[config.mk]
export PLATFORM = sky130hd
export DESIGN_NAME = sar_seq_top
export DESIGN_NICKNAME = d
export VERILOG_FILES = /design/src/rtl/sar_seq_pkg.sv /design/src/rtl/sar_strobe_edges.sv /design/src/rtl/sar_seq_fsm.sv /design/src/rtl/sar_approx.sv /design/src/rtl/sar_mode_reg.sv /design/src/rtl/sar_seq_top.sv
export SDC_FILE = /design/constraint.sdc
export NUM_CORES = 1
export LEC_CHECK = 0
export ABC_AREA = 1
export BUFFER_PORTS_ARGS = -buffer_cell sky130_fd_sc_hd__clkbuf_2
export CAP_MARGIN = 20
export CORE_ASPECT_RATIO = 0.75
export CORE_MARGIN = 4
export CORE_UTILIZATION = 49
export CTS_CLUSTER_DIAMETER = 30
export DETAILED_ROUTE_END_ITERATION = 7
export GPL_TIMING_DRIVEN = 0
export PLACE_DENSITY = 0.75
export SLEW_MARGIN = 20
export SYNTH_ARGS = -nofsm -noshare
export SYNTH_HDL_FRONTEND = slang
export SYNTH_HIERARCHICAL = 1
export SYNTH_SLANG_ARGS = --single-unit
[constraint.sdc]
create_clock -name clk -period 1.9 [get_ports clk]
set_clock_uncertainty 0.15 [all_clocks]
set_input_delay 0.285 -clock clk [delete_from_list [all_inputs] [get_ports clk]]
set_output_delay 0.285 -clock clk [all_outputs]
set_load 0.1 [all_outputs]
[src/rtl/sar_seq_pkg.sv]
package sar_seq_pkg;

   typedef enum logic [1:0] {
      ST_IDLE,
      ST_ACQ_TIMED,
      ST_ACQ_HOST,
      ST_CONV
   } seq_state_e;

   // control word: bit positions are decoded by the sequencer
   typedef struct packed {
      logic [1:0] pwr;      // 7:6 clock / power-down code
      logic       acq_host; // 5   host-timed acquisition
      logic       rng;      // 4   range
      logic       bip;      // 3   polarity
      logic [2:0] chan;     // 2:0 channel
   } ctrl_word_t;

endpackage

[src/rtl/sar_strobe_edges.sv]
module sar_strobe_edges (
   input  logic clk,
   input  logic rst_n,
   input  logic wr_n,
   input  logic rd_n,
   output logic wr_rise,
   output logic wr_fall,
   output logic rd_fall
);
   logic wr_q, rd_q;

   always_ff @(posedge clk or negedge rst_n) begin
      if (!rst_n) begin
         wr_q <= 1'b1;
         rd_q <= 1'b1;
      end else begin
         wr_q <= wr_n;
         rd_q <= rd_n;
      end
   end

   assign wr_rise = wr_n & ~wr_q;
   assign wr_fall = ~wr_n & wr_q;
   assign rd_fall = ~rd_n & rd_q;
endmodule

[src/rtl/sar_seq_fsm.sv]
module sar_seq_fsm
   import sar_seq_pkg::*;
#(
   parameter int ACQ_CYC = 6
) (
   input  logic clk,
   input  logic rst_n,
   input  logic shdn_n,
   input  logic wr_rise,
   input  logic rd_fall,
   input  logic acq_host,
   input  logic conv_last,
   output logic conv_start,
   output logic conv_step,
   output logic conv_done,
   output logic track,
   output logic busy,
   output logic done_n
);
   localparam int CNT_W = $clog2(ACQ_CYC + 1);
   localparam logic [CNT_W-1:0] CNT_END = CNT_W'(ACQ_CYC - 1);

   generate
      if (ACQ_CYC < 1) begin : g_bad_acq
         $error("ACQ_CYC must be at least 1");
      end
   endgenerate

   seq_state_e       state;
   logic [CNT_W-1:0] acq_cnt;
   logic             acq_end, host_go;

   assign acq_end    = (state == ST_ACQ_TIMED) && (acq_cnt == CNT_END);
   assign host_go    = wr_rise && (state == ST_ACQ_HOST) && !acq_host;
   assign conv_start = shdn_n && (host_go || (!wr_rise && acq_end));
   assign conv_step  = shdn_n && !wr_rise && (state == ST_CONV);
   assign conv_done  = conv_step && conv_last;
   assign track      = (state == ST_ACQ_TIMED) || (state == ST_ACQ_HOST);
   assign busy       = (state == ST_CONV);

   always_ff @(posedge clk or negedge rst_n) begin
      if (!rst_n) begin
         state   <= ST_IDLE;
         acq_cnt <= '0;
      end else if (!shdn_n) begin
         state   <= ST_IDLE;
         acq_cnt <= '0;
      end else if (wr_rise) begin
         acq_cnt <= '0;
         if (host_go)       state <= ST_CONV;
         else if (acq_host) state <= ST_ACQ_HOST;
         else               state <= ST_ACQ_TIMED;
      end else begin
         unique case (state)
            ST_ACQ_TIMED: begin
               if (acq_end) state <= ST_CONV;
               else         acq_cnt <= acq_cnt + 1'b1;
            end
            ST_CONV: if (conv_last) state <= ST_IDLE;
            default: ;
         endcase
      end
   end

   always_ff @(posedge clk or negedge rst_n) begin
      if (!rst_n)                  done_n <= 1'b1;
      else if (conv_done)          done_n <= 1'b0;
      else if (wr_rise || rd_fall) done_n <= 1'b1;
   end

   AST_ACQ_BOUND: assert property (@(posedge clk) disable iff (!rst_n)
      (state == ST_ACQ_TIMED) |-> (acq_cnt <= CNT_END));
   AST_TRACK_BUSY_EXCL: assert property (@(posedge clk) disable iff (!rst_n)
      !(track && busy));
   AST_DONE_FROM_CONV: assert property (@(posedge clk) disable iff (!rst_n)
      $fell(done_n) |-> ($past(state) == ST_CONV));
   AST_SHDN_IDLE: assert property (@(posedge clk) disable iff (!rst_n)
      !shdn_n |=> (state == ST_IDLE));
endmodule

[src/rtl/sar_approx.sv]
module sar_approx #(
   parameter int RES_W = 12
) (
   input  logic             clk,
   input  logic             rst_n,
   input  logic             start,
   input  logic             step,
   input  logic             cmp_in,
   output logic             last,
   output logic [RES_W-1:0] trial,
   output logic [RES_W-1:0] result
);
   localparam logic [RES_W-1:0] TOP_BIT = {1'b1, {(RES_W-1){1'b0}}};

   generate
      if (RES_W < 2) begin : g_bad_res
         $error("RES_W must be at least 2");
      end
   endgenerate

   logic [RES_W-1:0] ptr, nxt;

   // bit under test takes the comparator, the next lower bit becomes the trial
   generate
      for (genvar i = 0; i < RES_W; i++) begin : g_bit
         if (i == RES_W - 1) begin : g_top
            assign nxt[i] = ptr[i] ? cmp_in : trial[i];
         end else begin : g_low
            assign nxt[i] = ptr[i] ? cmp_in : (ptr[i+1] ? 1'b1 : trial[i]);
         end
      end
   endgenerate

   assign last = ptr[0];

   always_ff @(posedge clk or negedge rst_n) begin
      if (!rst_n) begin
         ptr    <= '0;
         trial  <= '0;
         result <= '0;
      end else if (start) begin
         ptr   <= TOP_BIT;
         trial <= TOP_BIT;
      end else if (step) begin
         ptr   <= ptr >> 1;
         trial <= nxt;
         if (ptr[0]) result <= nxt;
      end
   end

   AST_PTR_ONEHOT: assert property (@(posedge clk) disable iff (!rst_n)
      $onehot0(ptr));
   AST_RESULT_AT_END: assert property (@(posedge clk) disable iff (!rst_n)
      !$stable(result) |-> $past(step && ptr[0]));
endmodule

[src/rtl/sar_mode_reg.sv]
module sar_mode_reg (
   input  logic       clk,
   input  logic       rst_n,
   input  logic       wr_rise,
   input  logic       wr_fall,
   input  logic       conv_done,
   input  logic [1:0] pwr,
   input  logic       rng,
   input  logic       bip,
   input  logic [2:0] chan,
   output logic       clk_int,
   output logic       stby,
   output logic       full_sw,
   output logic       rng_sel,
   output logic       bip_sel,
   output logic [2:0] chan_sel
);
   logic pend, pend_full;

   always_ff @(posedge clk or negedge rst_n) begin
      if (!rst_n) begin
         clk_int   <= 1'b0;
         stby      <= 1'b0;
         full_sw   <= 1'b0;
         pend      <= 1'b0;
         pend_full <= 1'b0;
         rng_sel   <= 1'b0;
         bip_sel   <= 1'b0;
         chan_sel  <= '0;
      end else begin
         if (wr_fall) begin
            stby    <= 1'b0;
            full_sw <= 1'b0;
         end
         if (wr_rise) begin
            chan_sel  <= chan;
            rng_sel   <= rng;
            bip_sel   <= bip;
            pend      <= pwr[1];
            pend_full <= pwr[0];
            if (!pwr[1]) clk_int <= pwr[0];
         end else if (conv_done && pend) begin
            stby    <= ~pend_full;
            full_sw <= pend_full;
            pend    <= 1'b0;
         end
      end
   end

   AST_PD_DEFERRED: assert property (@(posedge clk) disable iff (!rst_n)
      ($rose(stby) || $rose(full_sw)) |-> $past(conv_done));
   AST_CLK_STICKY: assert property (@(posedge clk) disable iff (!rst_n)
      (wr_rise && pwr[1]) |=> $stable(clk_int));
endmodule

[src/rtl/sar_seq_top.sv]
module sar_seq_top
   import sar_seq_pkg::*;
#(
   parameter int RES_W   = 12,
   parameter int ACQ_CYC = 6
) (
   input  logic             clk,
   input  logic             rst_n,
   input  logic             wr_n,
   input  logic             rd_n,
   input  logic             shdn_n,
   input  logic [7:0]       ctrl_byte,
   input  logic             cmp_in,
   output logic [RES_W-1:0] dac_code,
   output logic [RES_W-1:0] result,
   output logic             done_n,
   output logic             track,
   output logic             busy,
   output logic [2:0]       chan_sel,
   output logic             rng_sel,
   output logic             bip_sel,
   output logic             clk_int,
   output logic             stby,
   output logic             full_pd
);
   ctrl_word_t cw;
   logic wr_rise_raw, wr_fall_raw, rd_fall;
   logic wr_rise, wr_fall;
   logic conv_start, conv_step, conv_done, conv_last, full_sw;

   assign cw = ctrl_byte;

   sar_strobe_edges u_edges (
      .clk     (clk),
      .rst_n   (rst_n),
      .wr_n    (wr_n),
      .rd_n    (rd_n),
      .wr_rise (wr_rise_raw),
      .wr_fall (wr_fall_raw),
      .rd_fall (rd_fall)
   );

   // the shutdown pin masks writes
   assign wr_rise = wr_rise_raw & shdn_n;
   assign wr_fall = wr_fall_raw & shdn_n;

   sar_seq_fsm #(.ACQ_CYC(ACQ_CYC)) u_fsm (
      .clk        (clk),
      .rst_n      (rst_n),
      .shdn_n     (shdn_n),
      .wr_rise    (wr_rise),
      .rd_fall    (rd_fall),
      .acq_host   (cw.acq_host),
      .conv_last  (conv_last),
      .conv_start (conv_start),
      .conv_step  (conv_step),
      .conv_done  (conv_done),
      .track      (track),
      .busy       (busy),
      .done_n     (done_n)
   );

   sar_approx #(.RES_W(RES_W)) u_approx (
      .clk    (clk),
      .rst_n  (rst_n),
      .start  (conv_start),
      .step   (conv_step),
      .cmp_in (cmp_in),
      .last   (conv_last),
      .trial  (dac_code),
      .result (result)
   );

   sar_mode_reg u_mode (
      .clk       (clk),
      .rst_n     (rst_n),
      .wr_rise   (wr_rise),
      .wr_fall   (wr_fall),
      .conv_done (conv_done),
      .pwr       (cw.pwr),
      .rng       (cw.rng),
      .bip       (cw.bip),
      .chan      (cw.chan),
      .clk_int   (clk_int),
      .stby      (stby),
      .full_sw   (full_sw),
      .rng_sel   (rng_sel),
      .bip_sel   (bip_sel),
      .chan_sel  (chan_sel)
   );

   assign full_pd = full_sw | ~shdn_n;

   AST_SHDN_FULL: assert property (@(posedge clk) disable iff (!rst_n)
      !shdn_n |-> full_pd);
endmodule

==> results.md <==
- For this run, global-route usage on met1 was measured as 0.234.
- The standard cell area after detailed placement is between 0.002 and 0.003 mm2.
- After detailed routing, the number of remaining DRC violations is 0.
- For met2 alone, demand over resource in global routing was 0.280.
- For this run, the slowest stage of the critical path takes 0.55 ns.
- The arrival time at the worst endpoint is 1.95 ns.
- Counting I/O delays and the setup requirement, the final critical path takes 1.88 ns.
- The synthesis-to-layout area growth is 26.3%.
- The root buffer selected by CTS is clkbuf_8.
- For the final routed database, the setup TNS stands at 0 ns.
- Static timing analysis puts the maximum clock frequency at between 0.5 and 0.6 GHz.
- The violation count after the first detailed-routing iteration is 118.
- Of the total synthesized cell area, the portion taken by full adders, half adders and majority gates is 0.0299.
- Setup violations remaining at the end of the flow were counted as 0.
- Routability-driven placement finished with a final weighted congestion of 0.818.
- The fraction of the yosys area taken by sequential cells is 0.540.
- In the global route stage, overall resource usage came out at 0.171.
- Once layout is done, the placed cells without fillers occupy 0.00317 mm2.
- The average cell area after synthesis is 8.23 um2.
- Setup slack on the critical path of the routed design comes to 0.0180 ns.
- The compound-gate portion of the synthesized area is 0.0533.
- The mean number of vias per cell is approximately 5.
- The initial utilization of the core area, before any placement, comes to 0.510.
- The total congestion overflow after global routing is 0.
- The via count of the first global-routing pass is between 2000 and 2500.
- The buffer and inverter count on the worst path is 4.
- In the final routed layout, each cell accounts on average for 12.4 um.
- For this run, global-route usage on met3 was measured as 0.0377.
- At the worst endpoint, the required time is 1.97 ns.
- After clock tree synthesis, the clock-pin slew on the worst setup and hold paths is between 0.1 and 0.15 ns.
- The number of H-tree branching levels is 2.
- Of the total synthesized cell area, the portion taken by AND, OR, NAND and NOR gates is 0.292.
- The worst setup path is of the flip-flop to flip-flop kind.
- The number of antenna repair diodes is 0.
- The startpoint type of the worst setup path is a flip-flop.
- The yosys synthesis warning count is 6.
- The clock network latency to the later pin of the worst-skew pair is 0.31 ns.
- The setup slack at placement is -0.237 ns.
- The largest family of logic cells by synthesized area is simple AND/OR/NAND/NOR gates.
- The count of nets after finishing is approximately 400.
- Counting every instance in the synthesized netlist gives just over 300.
- Of the total synthesized cell area, the portion taken by XOR and XNOR cells is 0.
- The cell area after synthesis is 0.00251 mm2.
- Of the post-synthesis cell area, the dominant cell type holds 0.508.
- In the finished design, the share of the clock period the worst path needs comes to 0.991.
- From left edge to right edge, the die measures 90.7 um.
- The wire length reported by the detailed router is approximately 5400 um.
- On the critical path, the stage with the largest delay is an instance of dfstp_2.
- The largest net degree at the start of global routing is 55.
- The multiplexer share of the synthesized area is 0.
- Setup repair after global routing could not meet its margin everywhere.
- The nature of the critical path endpoint is a flip-flop.
- The total count of max-transition violations in the final report is 0.
- The count of TritonRoute iterations in the first routing pass is 4.
- The synthesized flop and latch total is 54.
- The initial antenna violation count came to 0.
- The floorplan die area is 0.00635 mm2.
- The wire-length estimate of the detail-placed layout is 3710 um.
- In the post-synthesis netlist, the biggest area contributors are dfrtp_1, nand2_1, nand3_1, inv_1, dfstp_2.
- Measured along the y axis, the die boundary spans 70.0 um.
- Counting tap cells, the placed design contains a total of 413 instances.
- The hold violation total from the final report is 0.
- The highest-utilization routing layer at the global route stage is met2.
- The number of placement rows is 22.
- The longest clock path from root to sink contains 2 buffers.
- The first-pass GRT wire length is roughly 9000 um.
- The count of max-cap constraint violations is 0.
- The detail route stage leaves a number of antenna-violating nets equal to 0.
- For this design, the sink count on the clock tree is 54.
- In this run, distinct cell masters in the synthesized netlist total 23.
- The top fanout value on the critical path is 5.
- The remaining max-slew budget at the tightest pin is 0.519.
- The path class of the tightest hold or removal check is primary input to flip-flop.
- The total vias in the final route is roughly 2200.
- The post-synthesis net count is 325.
- The share of post-route cells with drive strength above 1 is 0.295.
- TritonCTS built the clock tree.
- Walking the worst path, the cells encountered are nor2_1 > nand2_1 > inv_2 > inv_2 > nand2_4 > nor2_4 > inv_2 > nor2_4 > nand2_4 > clkbuf_16 > nand2_1 > nand2_1.
- The flow ran to the end, and the final reports show no timing, DRC or antenna violations.
- At the pin with the least slew margin, the transition time is 0.721 ns.
- Summed over all instances, the cell type with the most area after synthesis is dfrtp_1.
- The core outline area is between 0.004 and 0.005 mm2.
- The total CTS buffers is 5.
- Among cell families on the critical path, the largest total delay comes from simple AND/OR/NAND/NOR gates.
- The count of cells in the finished layout, fillers not included, comes to 433.
- The boundary pin count is between 40 and 50.
- The number of port buffers is 48.
==> sequential cells by signal, indices dropped and copies added (netlist names), 2 cells and up <==
register         flops
u_approx/ptr        12
u_fsm/state          2
u_approx/result     12
u_mode/chan_sel      3
u_approx/trial      12
u_fsm/acq_cnt        3
==> tightest hold or removal path: cells and delay by family <==
kind	cells	cell delay, ns
buffers and inverters	1	0.08
AND/OR/NAND/NOR	2	0.09
==> cells in the final DEF (no fill, tap or decap), types with 5 or more instances in the layout <==
master,n
nand2_1,99
dfrtp_1,50
clkbuf_2,46
inv_1,33
nand3_1,26
nor2_1,20
nand2_2,13
o22ai_1,11
buf_4,9
o21ai_1,7
inv_2,6
clkbuf_8,5
ha_1,5
==> per-layer routing <==
layer,wire [um],vias to the layer above,part of all wire
met5,0,-,0
met4,44,0,0.0082
met3,280,5,0.052
met2,2460,41,0.46
met1,2600,1027,0.48
li1,-,1086,-
==> synthesized netlist by cell type (all sizes together) <==
cell type  instances
nand2            115
dfrtp             51
inv               41
nand3             29
nor2              25
o22ai             11
o21ai             10
buf                7
ha                 6
a21oi              3
dfstp              3
nand4              2
nand3b             1
nor3               1
==> path summary, 6_finish.rpt <==
path	slack, ns	to	cells past startpoint	startpoint
worst min-delay path	0.03	u_mode/chan_sel[2]	3	ctrl_byte[2]
max in group asynchronous	0.64	u_fsm/state[0]	2	rst_n
min in group asynchronous	0.44	u_approx/result[8]	2	rst_n
worst max-delay path	0.02	u_approx/result[9]	12	u_edges/wr_q
worst min register to register	0.33	u_approx/result[8]	2	u_approx/result[8]
worst max register to register	0.02	u_approx/result[9]	12	u_edges/wr_q
==> cell families (layout without fill, tap and decap cells) <==
logic type | after synthesis | count (layout)
flip-flops | 54 | 54
adder cells (fa/ha/maj) | 6 | 6
buffers and inverters | 48 | 116
AND/OR/NAND/NOR | 173 | 173
AO/OA/AOI/OAI | 24 | 24
==> final cells by class <==
type	count	area [um2]
Multi-Input combinational cell	203	1030
Clock buffer	5	68.8
Timing Repair Buffer	60	372
Sequential cell	54	1360
Inverter	41	164
Buffer	7	65.1
Fill cell	409	1760
Clock inverter	3	45.0
Tap cell	60	75.1
==> repair_timing <==
item                                   4_1_cts  5_1_grt
hold buffers                                 3        0
endpoints found under the hold margin       53        0
pin swaps                                    1       10
gates resized for setup                     13       21
setup endpoints to repair                   35       33
buffers inserted                             3        5
gates cloned                                 0        1
==> through the flow <==
step,utilization,hold WS (ns)
3_5_place_dp,0.577,0.238
5_1_grt,0.644,0.0361
3_3_place_gp,0.576,0.238
6_report,0.644,0.0297
4_1_cts,0.621,0.0266
2_1_floorplan,-,-0.161
Power is left out: the tool's default activity adds up to more than one toggle a clock period on the data nets, which glitch-free logic cannot reach.
